File: config.mk
export PLATFORM = sky130hd
export DESIGN_NAME = cflag_unit
export DESIGN_NICKNAME = d
export VERILOG_FILES = /design/src/rtl/cflag_pkg.sv /design/src/rtl/cflag_cond.sv /design/src/rtl/cflag_next.sv /design/src/rtl/cflag_state.sv /design/src/rtl/cflag_unit.sv
export SDC_FILE = /design/constraint.sdc
export NUM_CORES = 1
export LEC_CHECK = 0
export CAP_MARGIN = 20
export CORE_MARGIN = 8
export CORE_UTILIZATION = 38
export DETAILED_ROUTE_END_ITERATION = 16
export MAX_ROUTING_LAYER = met4
export PLACE_DENSITY_LB_ADDON = 0.3
export SYNTH_ARGS = -nofsm -noshare
export SYNTH_HDL_FRONTEND = slang
export SYNTH_SLANG_ARGS = --single-unit
File: constraint.sdc
create_clock -name clk -period 1.5 [get_ports clk]
set_input_delay 0.15 -clock clk [delete_from_list [all_inputs] [get_ports clk]]
set_output_delay 0.15 -clock clk [all_outputs]
set_load 0.02 [all_outputs]
File: src/rtl/cflag_pkg.sv
package cflag_pkg;

  localparam int unsigned OP_W = 4;

  typedef enum logic [OP_W-1:0] {
    OP_EQ   = 4'd0,
    OP_UGE  = 4'd1,
    OP_UGT  = 4'd2,
    OP_SGE  = 4'd3,
    OP_SGT  = 4'd4,
    OP_LANE = 4'd5,
    OP_TST  = 4'd6,
    OP_TSTI = 4'd7,
    OP_NNEG = 4'd8,
    OP_POS  = 4'd9,
    OP_DVS  = 4'd10,
    OP_DVU  = 4'd11,
    OP_SETT = 4'd12,
    OP_CLRT = 4'd13,
    OP_RSV0 = 4'd14,
    OP_RSV1 = 4'd15
  } cflag_op_e;

  typedef struct packed {
    logic t;
    logic m;
    logic q;
  } cflag_bits_t;

endpackage

File: src/rtl/cflag_cond.sv
module cflag_cond
  import cflag_pkg::*;
#(
  parameter int unsigned DATA_W = 32,
  parameter int unsigned IMM_W  = 8,
  parameter int unsigned LANE_W = 8
) (
  input  cflag_op_e         op,
  input  logic [DATA_W-1:0] a,
  input  logic [DATA_W-1:0] b,
  input  logic [IMM_W-1:0]  imm,
  output logic              cond
);

  localparam int unsigned LANES = DATA_W / LANE_W;
  localparam int unsigned MSB   = DATA_W - 1;

  // signed less-than built from sign bits and an unsigned compare
  function automatic logic f_slt(input logic [DATA_W-1:0] x, input logic [DATA_W-1:0] y);
    if (x[MSB] != y[MSB]) return x[MSB];
    return x < y;
  endfunction

  function automatic logic f_ult(input logic [DATA_W-1:0] x, input logic [DATA_W-1:0] y);
    return x < y;
  endfunction

  logic [LANES-1:0]  lane_eq;
  logic              any_lane;
  logic [DATA_W-1:0] imm_ext;

  for (genvar g = 0; g < LANES; g++) begin : g_lane
    assign lane_eq[g] = (a[g*LANE_W +: LANE_W] == b[g*LANE_W +: LANE_W]);
  end

  assign any_lane = |lane_eq;
  assign imm_ext  = {{(DATA_W-IMM_W){1'b0}}, imm};

  always_comb begin
    unique case (op)
      OP_EQ:   cond = (a == b);
      OP_UGE:  cond = !f_ult(a, b);
      OP_UGT:  cond = f_ult(b, a);
      OP_SGE:  cond = !f_slt(a, b);
      OP_SGT:  cond = f_slt(b, a);
      OP_LANE: cond = any_lane;
      OP_TST:  cond = ((a & b) == '0);
      OP_TSTI: cond = ((a & imm_ext) == '0);
      OP_NNEG: cond = !a[MSB];
      OP_POS:  cond = !a[MSB] && (a != '0);
      default: cond = 1'b0;
    endcase
  end

endmodule

File: src/rtl/cflag_next.sv
module cflag_next
  import cflag_pkg::*;
(
  input  logic        valid,
  input  cflag_op_e   op,
  input  logic        cond,
  input  logic        a_msb,
  input  logic        b_msb,
  output logic        wr_t,
  output logic        wr_mq,
  output cflag_bits_t nxt
);

  logic is_cond;
  logic is_div;

  assign is_cond = (op <= OP_POS);
  assign is_div  = (op == OP_DVS) || (op == OP_DVU);

  assign wr_t  = valid && (is_cond || is_div || op == OP_SETT || op == OP_CLRT);
  assign wr_mq = valid && is_div;

  always_comb begin
    nxt = '0;
    if (is_cond) begin
      nxt.t = cond;
    end else if (op == OP_DVS) begin
      nxt.q = a_msb;
      nxt.m = b_msb;
      nxt.t = a_msb ^ b_msb;
    end else if (op == OP_SETT) begin
      nxt.t = 1'b1;
    end
  end

endmodule

File: src/rtl/cflag_state.sv
module cflag_state
  import cflag_pkg::*;
(
  input  logic        clk,
  input  logic        rst_n,
  input  logic        wr_t,
  input  logic        wr_mq,
  input  cflag_bits_t nxt,
  output cflag_bits_t cur
);

  always_ff @(posedge clk) begin
    if (!rst_n) begin
      cur <= '0;
    end else begin
      if (wr_t) cur.t <= nxt.t;
      if (wr_mq) begin
        cur.m <= nxt.m;
        cur.q <= nxt.q;
      end
    end
  end

endmodule

File: src/rtl/cflag_unit.sv
module cflag_unit
  import cflag_pkg::*;
#(
  parameter int unsigned DATA_W = 32,
  parameter int unsigned IMM_W  = 8,
  parameter int unsigned LANE_W = 8
) (
  input  logic              clk,
  input  logic              rst_n,
  input  logic              op_valid,
  input  logic [OP_W-1:0]   op_code,
  input  logic [DATA_W-1:0] op_a,
  input  logic [DATA_W-1:0] op_b,
  input  logic [IMM_W-1:0]  op_imm,
  output logic              flag_t,
  output logic              flag_m,
  output logic              flag_q
);

  cflag_op_e   op;
  logic        cond_t;
  logic        wr_t;
  logic        wr_mq;
  cflag_bits_t nxt;
  cflag_bits_t cur;

  assign op = cflag_op_e'(op_code);

  cflag_cond #(
    .DATA_W (DATA_W),
    .IMM_W  (IMM_W),
    .LANE_W (LANE_W)
  ) u_cond (
    .op   (op),
    .a    (op_a),
    .b    (op_b),
    .imm  (op_imm),
    .cond (cond_t)
  );

  cflag_next u_next (
    .valid (op_valid),
    .op    (op),
    .cond  (cond_t),
    .a_msb (op_a[DATA_W-1]),
    .b_msb (op_b[DATA_W-1]),
    .wr_t  (wr_t),
    .wr_mq (wr_mq),
    .nxt   (nxt)
  );

  cflag_state u_state (
    .clk   (clk),
    .rst_n (rst_n),
    .wr_t  (wr_t),
    .wr_mq (wr_mq),
    .nxt   (nxt),
    .cur   (cur)
  );

  assign flag_t = cur.t;
  assign flag_m = cur.m;
  assign flag_q = cur.q;

endmodule

Word level (Yosys, flattened, before mapping)
Cells that the tools add are included.

ROM bits: 0. Logic and storage cells: 59. Output and inout bits: 3. Register bits: 3. Input bits: 79. Memories: 0. Memory bits (writable): 0. Bits in latches: 0.

Order comparisons: 3. Shift-type cells: 0. Div/mod/pow operators: 0. Reductions and logical operators: 15. Equal/unequal tests: 20. $mul: 0. Muxes and demuxes: 15. Bitwise logic cells: 3. Add/subtract/negate cells: 0.

Operators with widths (number): logical NOT 32 bit (2); less-than comparator 32 bit (2); AND 32 bit (1); AND 32 x 8 -> 32 bit (1); equality test 32 bit (1); equality test 8 bit (4); nonzero test 32 bit (1); equality test 4 bit (second input constant) (6); equality test 4 x 3 -> 1 bit (second input constant) (4); 2-to-1 mux 1 bit (12); one-hot mux 1 bit (10 select lines) (1); equality test 4 x 2 -> 1 bit (second input constant) (2); equality test 4 x 1 -> 1 bit (second input constant) (1); less-or-equal comparator 4 bit (second input constant) (1); logical NOT 4 bit (1); logical OR 1 bit (4); 2-to-1 mux 2 bit (2); OR reduction 4 bit (1); logical AND 1 bit (3); logical NOT 1 bit (3); inequality test 1 bit (2); bitwise XOR 1 bit (1).

Longest topological paths before layout
Gate-level depths: netlist of run 1.

Depth in word-level cells: 8. Mapped depth: 8. Gate-level depth less buffers: 8.

By module
From an unflattened synthesis of run 1, not the netlist that was laid out.

Cells, all modules: 220. Area total of the unflattened synthesis: 1765.4 µm².

Modules (own cells, without submodules): cflag_cond (times used 1, cells an instance 198, area each 1572.8 µm², seq. area each 0.0 µm²); cflag_state (times used 1, cells an instance 9, area each 108.9 µm², seq. area each 60.1 µm²); cflag_next (times used 1, cells an instance 13, area each 83.8 µm², seq. area each 0.0 µm²).

Worst setup path after synthesis of run 1
Ideal clock, no wire load.

Path type: input port to flip-flop. From: in op_b[14]. To: reg, netlist name u_state.cur[2]. Library setup time: 0.127 ns. Path buffers: 0. Data required time: 1.373 ns. Stages: 8. Setup slack: -0.073 ns. Arrival: 1.446 ns. Path through: inv_1 -> ha_1 -> nand4_2 -> nor2_1 -> o41ai_1 -> a211oi_1 -> o311ai_1 -> o21ai_1.

Cells in the longest elaborated chain, start to end: 6. Elaborated cells on any way between the ends: 14. Classes of those cells: order compare (2); eq/ne (2); mux (5); bitwise (1); reduce/logical (4).

RTL lines: start, declared (RTL line cflag_unit.sv:13) `input logic [DATA_W-1:0] op_b,`; less-than comparator 32 bit (RTL line cflag_cond.sv:21, cflag_cond.sv:25); 2-to-1 mux 1 bit (RTL line cflag_cond.sv:21) `return x < y;`; 2-to-1 mux 1 bit (RTL line cflag_cond.sv:40) `unique case (op)`; logical NOT 1 bit (RTL line cflag_cond.sv:44) `OP_SGE: cond = !f_slt(a, b);`; one-hot mux 1 bit (10 select lines) (*) (RTL line cflag_cond.sv:40); 2-to-1 mux 1 bit (*) (RTL line cflag_next.sv:25) `if (is_cond) begin`.

Mark *: on every way between the ends. The rest lies on a longest branch, timed or not. The select of a mux whose other input is x is not followed. A chain may end at the register's enable or synchronous reset.

Final worst setup path of run 1
From: in op_a[17]. To: reg, netlist name u_state.cur[2].

Cells in the longest elaborated chain, start to end: 6. Elaborated cells on any way between the ends: 18. Classes of those cells: order compare (2); eq/ne (2); mux (5); bitwise (2); reduce/logical (7).

RTL lines: start, declared (RTL line cflag_unit.sv:12) `input logic [DATA_W-1:0] op_a,`; less-than comparator 32 bit (RTL line cflag_cond.sv:21, cflag_cond.sv:25); 2-to-1 mux 1 bit (RTL line cflag_cond.sv:21); 2-to-1 mux 1 bit (RTL line cflag_cond.sv:40); logical NOT 1 bit (RTL line cflag_cond.sv:44); one-hot mux 1 bit (10 select lines) (*) (RTL line cflag_cond.sv:40); 2-to-1 mux 1 bit (*) (RTL line cflag_next.sv:25).

Marked as above.

==> results of run 1 <==
[worst reg2reg max path, delay by kind of cell (launching register included)]
kind	cells	cell delay, ns
AO/OA/AOI/OAI	3	0.42
flip-flops	1	0.33
AND/OR/NAND/NOR	2	0.48
[area by class of cell]
class	count	area, sq um	share of cell area
sequential	3	60.1	0.0162
clock buffer	4	45.0	0.0122
multi-input combinational	185	2060	0.556
tap	52	65.1	0.0176
timing repair buffer	147	1340	0.362
inverter	34	133	0.0359
[cell usage after synthesis, types with 2 or more instances]
library cell,number,area (sq um)
a211oi_1,3,22.5
a21oi_1,12,60.1
a22oi_1,4,30.0
a31oi_1,3,18.8
and3_1,2,12.5
buf_2,2,10.0
buf_6,2,22.5
dfxtp_1,3,60.1
ha_1,64,801
inv_1,34,128
nand2_1,16,60.1
nand3_1,7,35.0
nand4_1,9,56.3
nor2_1,10,37.5
nor2b_1,4,25.0
nor3_1,5,25.0
nor4_1,14,87.6
nor4b_1,3,26.3
o21a_1,2,15.0
o21ai_0,3,15.0
[cells in the final DEF, fill, tap and decap left out, drive strengths merged, types with 6 or more instances in the layout]
master / instances
buf: 83
ha: 64
dlymetal6s2s: 38
inv: 34
clkbuf: 21
nand2: 16
nor4: 15
a21oi: 12
nand4: 10
nor2: 10
clkdlybuf4s50: 9
nand3: 7
nor3: 6
[timing repair]
item	in CTS	in global routing
pin swaps	1	42
setup buffers	0	7
hold buffers	0	0
endpoints found under the setup margin	1	3
resized for setup	1	219
[where the power goes]
| group | internal (uW) | switching (uW) | total, uW |
|---|---|---|---|
| Combinational | 505 | 418 | 923 |
| Sequential | 82.6 | 2.19 | 84.8 |
| Clock | 182 | 62.7 | 245 |
| Total | 770 | 483 | 1250 |
[logic make-up after synthesis]
logic type	count (synthesis)
simple gates	79
fa+ha+maj	64
compound gates	42
buf+inv	38
flops	3
[worst min-delay path by stage]
stage,from,end,slack [ns],cells after the start
finish,op_b[31],u_state.cur[1],0.36,4
floorplan,rst_n,u_state.cur[0],0.28,1
global placement,u_state.cur[1],u_state.cur[1],0.52,2
detailed placement,u_state.cur[1],u_state.cur[1],0.53,2
global route,op_b[31],u_state.cur[1],0.39,4
CTS,u_state.cur[1],u_state.cur[1],0.54,2
[metrics by stage]
step           total power (uW)  area, sq um  hold WS [ns]
5_1_grt                    1340         3700         0.394
6_report                   1250         3700         0.361
4_1_cts                    1060         3130         0.539
3_5_place_dp                804         3080         0.532
2_1_floorplan               349         1790         0.278
3_3_place_gp                784         3080         0.525
[metal layers]
metal	GRT usage	wire [um]	vias to the layer above
li1	-	-	1119
met1	0.182	3250	1149
met2	0.309	4200	107
met3	0.0371	425	36
met4	0.0314	407	0
met5	-	0	-
==> flow_metrics.tcl, run 1 <==
set metrics [dict create \
    worst-path-buf-inv 1 \
    seq_area_frac_synth 0.0342 \
    rsz0062_at_grt "true" \
    syn2layout_area_growth_pct 110 \
    vdd_ir_drop_max_mv 0.257 \
    slew_violations 0 \
    cp_slowest_stage_delay_ns 0.35 \
    synth-adder-area-share 0.456 \
    largest_reg_flops 3 \
    netlist-cell-type-count 44 \
    run_status "finished with violations" \
    synth_edf_count 0 \
    violations "setup timing" \
    crit_end "u_state.cur[2]" \
    yosysWarnings 0 \
    timing.rr.end "u_state.cur[2]" \
    synth_top_family_by_area "adder cells" \
    p_leak_uw 0.00196 \
    h-tree-depth 1 \
    clk_pin_slew_worst_paths_ns 0.03 \
    maxCapViolations 0 \
    worst_pin_slew_ns 0.526 \
    worstSetupPathType "in2reg" \
    reg_top3 "u_state.cur: 3 flops" \
    synth-simple-area-share 0.254 \
    synthXorXnorAreaFrac 0 \
    first_pass_iters 4 \
    worst_ep_required_time_ns 1.59 \
    core_sq_um 4410 \
    wl_per_cell_um 19.5 \
    grt_pass1_vias 2302 \
    vias_per_cell 5.67 \
    place_congestion 0.844 \
    clock.fmax_ghz 0.602 \
    top_register "u_state.cur" \
    cts_buffers 3 \
    synthArstFlopShare 0 \
    clkSinkCount 3 \
    post-route-period-util 1.11 \
    start_util 0.398 \
    finalCriticalPeriod_ns 1.66 \
    fp.dieArea_sq_um 7050 \
    tns_ns -0.161 \
    min_path_type "in2reg" \
    synth_compound_area_frac 0.165 \
    cts_tree "done" \
    clk_path_buf_depth 2 \
    slew_headroom 0.648 \
    arrival_ns 1.75 \
    ys_seq_elements 3 \
    syn-num-nets 369 \
    clk_latency_ns 0.22 \
    track_usage 0.169 \
    antenna_found_initial 0 \
    placed_cells 415 \
    grt_pass1_wl_mm 9.97 \
    cp_cell_sequence "dlymetal6s2s_1, ha_4, a21oi_1, nor2_1, a211oi_1, o21ai_0, a211oi_2, o21ai_1" \
    die_x_um 84.0 \
    layout-drive-gt1-share 0.499 \
    syn_area_per_cell_sq_um 7.77 \
    instances_no_fill 425 \
    pre_cts_slack_ns -0.728 \
    drt_iter0_drc 155 \
    final_nets 517 \
    via_count 2411 \
    final-hold-violation-count 0 \
    num_rows 24 \
    power_density_nw_per_um2 339 \
    cts.root.buffer_cell "clkbuf_8" \
    portBuffers 81 \
    r2r_start "u_state.cur[2]" \
    overflow 0 \
    synth_area_sq_um 1760 \
    cp-start-kind "input port" \
    grt_max_degree 10 \
    syn_inst 226 \
    die_h_um 84.0 \
    ys.flop_type "dfxtp_1" \
    drcViolationCount 0 \
    setup_viol_count_final 1 \
    io-pin-count 82 \
    fin_ws_ns -0.161 \
    r2r_cells 5 \
    critPathLaunch "op_a[17]" \
    path_depth 8 \
    critPathMaxFanout 2 \
    utilization 0.838 \
    fillerInstances 250 \
    critPathTopFamily "compound AO/OA/AOI/OAI gates" \
    place_hpwl_mm 5.37 \
    slowest_stage "a211oi_1" \
    ant_nets 0 \
    r2r_setup_slack_ns 0.16 \
    diodes 0 \
    clock-skew-final_ns 0 \
    totalWireLength_mm 8.28 \
    synth.area.mux_share 0 \
    end_kind "flip-flop" \
]
(Power assumes the default switching activity.)
==> run 2, diff against run 1 <==
- CAP_MARGIN: 20 -> unset
==> results of run 2 <==
Final layout, timing and power as in run 1 (identical DEF).
